File: config.mk
export PLATFORM = sky130hd
export DESIGN_NAME = chan_crc_sig
export DESIGN_NICKNAME = d
export VERILOG_FILES = /design/src/rtl/crcsig_pkg.sv /design/src/rtl/crcsig_lane.sv /design/src/rtl/crcsig_pattern.sv /design/src/rtl/crcsig_seq.sv /design/src/rtl/chan_crc_sig.sv
export SDC_FILE = /design/constraint.sdc
export NUM_CORES = 1
export LEC_CHECK = 0
export ABC_AREA = 1
export BUFFER_PORTS_ARGS = -buffer_cell sky130_fd_sc_hd__buf_2
export CORE_UTILIZATION = 59
export CTS_CLUSTER_DIAMETER = 50
export DETAILED_ROUTE_END_ITERATION = 7
export PLACE_DENSITY_LB_ADDON = 0.2
export REMOVE_ABC_BUFFERS = 1
export SYNTH_ARGS = -nofsm -noshare
export SYNTH_HDL_FRONTEND = slang
export SYNTH_SLANG_ARGS = --single-unit
File: constraint.sdc
create_clock -name clk -period 3.5 [get_ports clk]
set_clock_uncertainty 0.05 [all_clocks]
set_input_delay 0.7 -clock clk [delete_from_list [all_inputs] [get_ports clk]]
set_output_delay 0.7 -clock clk [all_outputs]
set_load 0.005 [all_outputs]
File: src/rtl/crcsig_pkg.sv
package crcsig_pkg;

  typedef enum logic [1:0] {
    ST_IDLE  = 2'd0,
    ST_ARMED = 2'd1,
    ST_RUN   = 2'd2,
    ST_DONE  = 2'd3
  } crcsig_state_e;

  localparam int CRCSIG_NCH = 3;

endpackage

File: src/rtl/crcsig_lane.sv
module crcsig_lane #(
  parameter int DW = 8,
  parameter int CW = 16,
  parameter logic [CW-1:0] POLY = 16'h1021,
  parameter logic [CW-1:0] SEED = 16'hFFFF
) (
  input  logic          clk,
  input  logic          rst_n,
  input  logic          seed_en,
  input  logic          upd_en,
  input  logic [DW-1:0] din,
  output logic [CW-1:0] sig
);

  localparam int PAD_W = CW - DW;

  logic [CW-1:0] nxt;

  // whole byte folded in one cycle: DW serial shift steps unrolled
  always_comb begin
    nxt = sig ^ {din, {PAD_W{1'b0}}};
    for (int k = 0; k < DW; k++) begin
      if (nxt[CW-1]) nxt = (nxt << 1) ^ POLY;
      else           nxt = nxt << 1;
    end
  end

  always_ff @(posedge clk) begin
    if (!rst_n)       sig <= SEED;
    else if (seed_en) sig <= SEED;
    else if (upd_en)  sig <= nxt;
  end

endmodule

File: src/rtl/crcsig_pattern.sv
module crcsig_pattern #(
  parameter int NCH = 3,
  parameter int DW = 8,
  parameter logic [DW-1:0] G_OFS = 8'h55
) (
  input  logic                    clk,
  input  logic                    rst_n,
  input  logic                    blank_n,
  output logic [NCH-1:0][DW-1:0]  pat
);

  logic [DW-1:0] idx;

  // idx holds the position of the current pixel inside its active region
  always_ff @(posedge clk) begin
    if (!rst_n)       idx <= '0;
    else if (blank_n) idx <= idx + 1'b1;
    else              idx <= '0;
  end

  generate
    for (genvar c = 0; c < NCH; c++) begin : g_lane
      if (c == 0) begin : g_red
        assign pat[c] = idx;
      end else if (c == 1) begin : g_green
        assign pat[c] = idx + G_OFS;
      end else if (c == 2) begin : g_blue
        assign pat[c] = ~idx;
      end else begin : g_extra
        assign pat[c] = idx ^ DW'(c);
      end
    end
  endgenerate

endmodule

File: src/rtl/crcsig_seq.sv
module crcsig_seq
  import crcsig_pkg::*;
#(
  parameter int SETTLE  = 10,
  parameter int CTL_W   = 3,
  parameter int ARM_BIT = 2,
  parameter int SRC_BIT = 1
) (
  input  logic             clk,
  input  logic             rst_n,
  input  logic             blank_n,
  input  logic             ctl_wr,
  input  logic [CTL_W-1:0] ctl_wdata,
  output logic             arm_ok,
  output logic             acc_en,
  output logic             src_live,
  output logic             sig_done
);

  localparam int CNT_W = $clog2(SETTLE + 1);
  localparam logic [CNT_W-1:0] CNT_MAX = CNT_W'(SETTLE);

  logic [CNT_W-1:0] blank_cnt;
  logic             settled;
  logic             arm_req;
  logic             ctl_unused;
  crcsig_state_e    st, st_nxt;

  assign ctl_unused = ^ctl_wdata;

  // run length of blanked cycles, saturating at the settle length
  always_ff @(posedge clk) begin
    if (!rst_n)        blank_cnt <= '0;
    else if (blank_n)  blank_cnt <= '0;
    else if (!settled) blank_cnt <= blank_cnt + 1'b1;
  end

  assign settled = (blank_cnt >= CNT_MAX);
  assign arm_req = ctl_wr & ctl_wdata[ARM_BIT];
  assign arm_ok  = arm_req & ~blank_n & settled;
  assign acc_en  = blank_n & ((st == ST_ARMED) | (st == ST_RUN));

  always_comb begin
    st_nxt = st;
    if (arm_ok) begin
      st_nxt = ST_ARMED;
    end else begin
      case (st)
        ST_ARMED: if (blank_n)  st_nxt = ST_RUN;
        ST_RUN:   if (!blank_n) st_nxt = ST_DONE;
        default:  st_nxt = st;
      endcase
    end
  end

  always_ff @(posedge clk) begin
    if (!rst_n) begin
      st       <= ST_IDLE;
      src_live <= 1'b0;
      sig_done <= 1'b0;
    end else begin
      st <= st_nxt;
      if (arm_ok) begin
        src_live <= ctl_wdata[SRC_BIT];
        sig_done <= 1'b0;
      end else if (st == ST_RUN && !blank_n) begin
        sig_done <= 1'b1;
      end
    end
  end

endmodule

File: src/rtl/chan_crc_sig.sv
module chan_crc_sig
  import crcsig_pkg::*;
#(
  parameter int DW      = 8,
  parameter int CW      = 16,
  parameter logic [CW-1:0] POLY = 16'h1021,
  parameter logic [CW-1:0] SEED = 16'hFFFF,
  parameter int SETTLE  = 10,
  parameter int CTL_W   = 3,
  parameter int ARM_BIT = 2,
  parameter int SRC_BIT = 1,
  parameter logic [DW-1:0] G_OFS = 8'h55
) (
  input  logic             clk,
  input  logic             rst_n,
  input  logic [DW-1:0]    pix_r,
  input  logic [DW-1:0]    pix_g,
  input  logic [DW-1:0]    pix_b,
  input  logic             blank_n,
  input  logic             ctl_wr,
  input  logic [CTL_W-1:0] ctl_wdata,
  output logic [CW-1:0]    sig_r,
  output logic [CW-1:0]    sig_g,
  output logic [CW-1:0]    sig_b,
  output logic             sig_done
);

  localparam int NCH = CRCSIG_NCH;

  logic                   arm_ok;
  logic                   acc_en;
  logic                   src_live;
  logic [NCH-1:0][DW-1:0] pix_bus;
  logic [NCH-1:0][DW-1:0] pat_bus;
  logic [NCH-1:0][DW-1:0] lane_in;
  logic [NCH-1:0][CW-1:0] sig_bus;

  assign pix_bus = {pix_b, pix_g, pix_r};

  crcsig_seq #(
    .SETTLE (SETTLE),
    .CTL_W  (CTL_W),
    .ARM_BIT(ARM_BIT),
    .SRC_BIT(SRC_BIT)
  ) u_seq (
    .clk      (clk),
    .rst_n    (rst_n),
    .blank_n  (blank_n),
    .ctl_wr   (ctl_wr),
    .ctl_wdata(ctl_wdata),
    .arm_ok   (arm_ok),
    .acc_en   (acc_en),
    .src_live (src_live),
    .sig_done (sig_done)
  );

  crcsig_pattern #(
    .NCH  (NCH),
    .DW   (DW),
    .G_OFS(G_OFS)
  ) u_pat (
    .clk    (clk),
    .rst_n  (rst_n),
    .blank_n(blank_n),
    .pat    (pat_bus)
  );

  generate
    for (genvar ch = 0; ch < NCH; ch++) begin : g_ch
      assign lane_in[ch] = src_live ? pix_bus[ch] : pat_bus[ch];

      crcsig_lane #(
        .DW  (DW),
        .CW  (CW),
        .POLY(POLY),
        .SEED(SEED)
      ) u_lane (
        .clk    (clk),
        .rst_n  (rst_n),
        .seed_en(arm_ok),
        .upd_en (acc_en),
        .din    (lane_in[ch]),
        .sig    (sig_bus[ch])
      );
    end
  endgenerate

  assign sig_r = sig_bus[0];
  assign sig_g = sig_bus[1];
  assign sig_b = sig_bus[2];

endmodule

# Word-level counts from Yosys, hierarchy flattened
# Cells that the tools add are included.
# word_totals
ff_bits,64
latchBits,0
mem_bits_rw,0
romBits,0
mem_count,0
# op_classes
n_addsub,3
multipliers,0
div_mod_pow,0
magnitude_cmp,1
eq_ne,6
n_shift,0
mux,31
n_bitwise,35
n_reduce_logical,9
# ops
operator,n
2-to-1 mux 13 bit,24
NOT 3 bit,24
XOR 16 bit,3
2-to-1 mux 8 bit,3
"adder 8 x 1 -> 8 bit, second input constant",1
"adder 8 x 7 -> 8 bit, second input constant",1
NOT 8 bit,1
"inequality test 3 bit, second input constant",2
AND reduction 3 bit,2
"adder 4 x 1 -> 4 bit, second input constant",1
AND 1 bit,4
">= comparator 4 bit, second input constant",1
2-to-1 mux 2 bit,2
"inequality test 2 bit, second input constant",2
one-hot mux 2 bit (2 select lines),1
OR reduction 2 bit,2
nonzero test 3 bit,1
"== test 2 x 1 -> 1 bit, second input constant",1
"== test 2 bit, second input constant",1
NOT 1 bit,2
AND reduction 2 bit,1
nonzero test 2 bit,1
logical AND 1 bit,1
logical NOT 1 bit,1
2 further kinds,2

# Logic depth before layout (Yosys ltp)
# logic_depth
word_depth,19
mapped_depth,14
mapped_depth_nobuf,14

# Cells and area by module
# A second synthesis with hierarchy kept.
# hier_totals
cells_unflattened,712
area_unflattened_um2,4276.6
# modules_own_cells
mod,instances,cells_each,area_per_inst_um2,seq_area_each_um2
crcsig_lane,3,163,993.5,320.3
crcsig_pattern,1,81,486.7,160.2
crcsig_seq,1,64,435.4,160.2
chan_crc_sig,1,78,374.1,0.0

# Worst setup path after synthesis
# Ideal clock, no wire load.
# synth_timing
kind,register to register
start,register u_seq.blank_cnt[0]
end,register g_ch[2].u_lane.sig[6]
t_arrival_ns,1.574
required_time_ns,3.322
slack_ns,1.748
path_stages_with_launch,10
path_buffers,1
cell_sequence,dfxtp_1 > inv_1 > ha_1 > o31ai_2 > inv_2 > nand4_1 > nand2_2 > buf_2 > a21oi_1 > o21ai_1
# synth_between
elab_chain_len,3
# synth_lines
element,line,source
start: declaration,crcsig_seq.sv:23,logic [CNT_W-1:0] blank_cnt;
start signal: assignment,crcsig_seq.sv:35,else if (!settled) blank_cnt <= blank_cnt + 1'b1;
>= comparator 4 bit,crcsig_seq.sv:38,assign settled = (blank_cnt >= CNT_MAX);
AND 1 bit,crcsig_seq.sv:40,assign arm_ok = arm_req & ~blank_n & settled;
OR reduction 2 bit (no source line),--,
end signal: assignment,crcsig_lane.sv:31,else if (upd_en) sig <= nxt;
end: declaration,crcsig_lane.sv:12,output logic [CW-1:0] sig
# No other way between the ends.
# A chain may end at the register's enable or synchronous reset.

# Worst setup path after layout
# layout_timing
start,register u_seq.blank_cnt[0]
end,register g_ch[1].u_lane.sig[1]
# layout_between
elab_chain_len,3
# layout_lines
element,line
>= comparator 4 bit,crcsig_seq.sv:38
AND 1 bit,crcsig_seq.sv:40
OR reduction 2 bit (no source line),--
end signal: assignment,crcsig_lane.sv:31
end: declaration,crcsig_lane.sv:12
# No other way between the ends.

==> impl_metrics.csv <==
group,metric,value,unit
status,status,"completed",
cells_and_area,synthToLayoutAreaGrowth,17.1,%
cts,clock_tree.buffer_depth,2,
sta,fmax,436,MHz
detailed_routing,wl_per_cell,13.0,um
power_and_ir_drop,p_switching,0.000323,W
sta,grt_setup_unrepaired,"no",
synth,yosys-top-cells-count,"nand2_1, dfxtp_1, nand3_1",
floorplanning,die_width,80.7,um
synth,ys_seq_elements,64,
setup_path,arrival,2440,ps
run,cap_violations,0,
sta,setup-violations-final,0,
detailed_routing,wirelength,8580,um
cts,cts_setup_buffers,0,
setup_path,r2r_end,"g_ch[1].u_lane.sig[1]",
setup_path,cp_cell_sequence,"inv_1 > ha_1 > o31ai_2 > inv_2 > nand4_1 > nand2_2 > buf_4 > a21oi_1 > o21ai_1",
cells_and_area,stdcell_count,660,
detailed_routing,drt-initial-drc-count,188,
synth,yosysSeqAreaShare,0.350,
sta,hold_viol,0,
grt,grt_overflow_total,0,
synth,synth_flop_cell,"dfxtp_1",
synth,synth.cell_area,3660,um^2
setup_path,path_depth,9,
cts,cts-resized-gates,0,
setup_path,cp_max_fo,20,
grt,grt_pass1_vias,3142,
synth,synth_edf_count,0,
setup_path,path_buf_inv,3,
synth,synth_cell_types,36,
power_and_ir_drop,power.internal,0.00114,W
min_path,holdCritPathClass,"reg -> reg",
grt,grt_max_degree,65,
cts,cts_tree,"yes",
power_and_ir_drop,p_leak,1.93,nW
power_and_ir_drop,combinationalPowerShare,0.047,
sta,fin_tns_setup,0,ps
sta,slew_headroom,0.318,
floorplanning,ios,80,
place,dp.cells,645,
synth,avgSynthCellArea,7.23,um^2
floorplanning,die_area,6520,um^2
detailed_routing,dr_total_vias,3510,
detailed_routing,vias_per_cell,5.32,
place,place.gp.congestion,0.864,
synth,ys_async_sr_fraction,0,
detailed_routing,drc,0,
detailed_routing,ant_nets,0,
place,port_buffers,78,
setup_path,critical-path-top-delay-family,"compound AO/OA/AOI/OAI gates",
sta,slew_violations,0,
power_and_ir_drop,power,0.00146,W
cells_and_area,drive_above_1_share,0.224,
cts,clkSinkCount,64,
setup_path,crit_type,"reg -> reg",
cells_and_area,diodes,0,
power_and_ir_drop,netSwitchingFraction,0.221,
sta,post-route-period-util,0.656,
cells_and_area,fin_nets,617,
floorplanning,rows,28,
cts,numCtsBuffers,9,
synth,synth_area_leaders,"dfxtp_1, nand2_1, nand3_1",
setup_path,reg2reg_depth,9,
floorplanning,start_util,0.614,
grt,track_usage,0.286,
setup_path,crit_end,"g_ch[1].u_lane.sig[1]",
sta,worst_pin_slew,1020,ps
power_and_ir_drop,seqPwrFrac,0.502,
power_and_ir_drop,pwr_density_cell,341,nW/um^2
cts,postCtsHoldBufs,0,
setup_path,slowest_stage,"dfxtp_1",
grt,grt_antenna_before_repair,0,
setup_path,startpoint,"u_seq.blank_cnt[0]",
sta,period_needed,2300,ps
cts,insertion_delay,350,ps
setup_path,end_kind,"flip-flop",
synth,synth_top_area_share,0.350,
cts,cts.htree.levels,3,
floorplanning,die_h,80.7,um
floorplanning,core,5960,um^2
place,dpl.hpwl,5990,um
setup_path,critPathMaxStageDelay,390,ps
setup_path,crit_required,3640,ps
detailed_routing,dr.pass1.iters,4,
synth,synth_warnings,0,
cts,path_clk_slew,60,ps
synth,netlist_instances,506,
power_and_ir_drop,clkPwrFrac,0.451,
power_and_ir_drop,ir_drop,0.365,mV
cts,cts-root-buf,"clkbuf_8",
setup_path,ff2ff_setup_slack,1200,ps
synth,yosysMostFrequentCell,"nand2_1",
synth,synth_top_area_cell,"dfxtp_1",
grt,grt_pass1_wl,14200,um
setup_path,cp-start-kind,"flip-flop",
setup_path,worstReg2RegStart,"u_seq.blank_cnt[0]",
## per-layer routing
layer	wire length, um	GRT usage	vias up
li1	-	-	1793
met1	3840	0.349	1606
met2	4170	0.492	99
met3	445	0.0764	12
met4	115	0.0875	0
met5	0	0	-
## logic make-up (layout without fill, tap and decap cells)
group                    after synthesis  count (layout)  share of synthesized area
AO/OA/AOI/OAI                         84              84                      0.124
flip-flops                            64              64                      0.350
AND/OR/NAND/NOR                      247             247                      0.287
XOR/XNOR                              48              48                      0.156
buffers and inverters                 58             137                     0.0664
adder cells (fa/ha/maj)                5               5                     0.0171
## power groups by stage
stage                     registers (W)  logic (W)  clock network [W]
after global routing           0.000733  0.0000759           0.000697
after floorplan                0.000749  0.0000370                  0
after detailed placement       0.000749  0.0000675                  0
after CTS                      0.000733  0.0000683           0.000664
after global placement         0.000749  0.0000665                  0
final                          0.000733  0.0000685           0.000659
## state kept, by name, summed over array words and instances, names as in the netlist
signal	count
u_pat.idx	8
u_seq.sig_done	1
u_seq.st	2
u_seq.blank_cnt	4
g_ch.u_lane.sig	48
u_seq.src_live	1
## layout by cell type, fill, tap and decap left out, types with 4 or more instances in the layout
cell type and n:
inv_1 31, nor2_1 21, or2_1 5, inv_2 9
nand4_1 4, xnor2_2 12, dfxtp_1 64, xnor2_1 11
buf_2 78, o21ai_1 26, nand3_1 52, o21ai_0 6
a21oi_1 43, ha_1 5, xor2_1 20, clkbuf_8 12
nand2_1 154
## stage by stage
| stage | utilization | hold WS [ps] | area (um^2) | worst slack, ps |
|---|---|---|---|---|
| 2_1_floorplan | - | 380 | 3570 | 510 |
| 3_3_place_gp | 0.685 | 394 | 4080 | 1260 |
| 3_5_place_dp | 0.685 | 406 | 4080 | 1230 |
| 4_1_cts | 0.719 | 421 | 4280 | 1210 |
| 5_1_grt | 0.719 | 457 | 4280 | 914 |
| 6_report | 0.719 | 418 | 4280 | 1200 |
## worst reg2reg max path, delay by kind of cell (launching register included)
family	cells	cell delay, ps
AOI/OAI and AO/OA	3	600
adders and majority gates	1	210
and+or+nand+nor	2	470
buffers and inverters	3	430
DFF	1	390
## worst min path at each step
| stage | slack, ps | endpoint | cells after the start | start |
|---|---|---|---|---|
| 2_1_floorplan | 380 | u_pat.idx[0] | 1 | u_pat.idx[0] |
| 5_1_grt | 460 | g_ch[1].u_lane.sig[8] | 2 | g_ch[1].u_lane.sig[8] |
| 4_1_cts | 420 | u_pat.idx[0] | 1 | u_pat.idx[0] |
| 6_report | 420 | u_pat.idx[0] | 1 | u_pat.idx[0] |
| 3_3_place_gp | 390 | u_pat.idx[0] | 1 | u_pat.idx[0] |
| 3_5_place_dp | 410 | u_pat.idx[0] | 1 | u_pat.idx[0] |
## final cells by class
class	count	area (um^2)
multi-input cells	384	2140
fillers	514	1670
flip-flops and latches	64	1280
repair buffers	81	413
clock buffers	12	165
inverters	41	154
well taps	75	93.8
clock inverters	3	40.0
(Power assumes the default switching activity.)
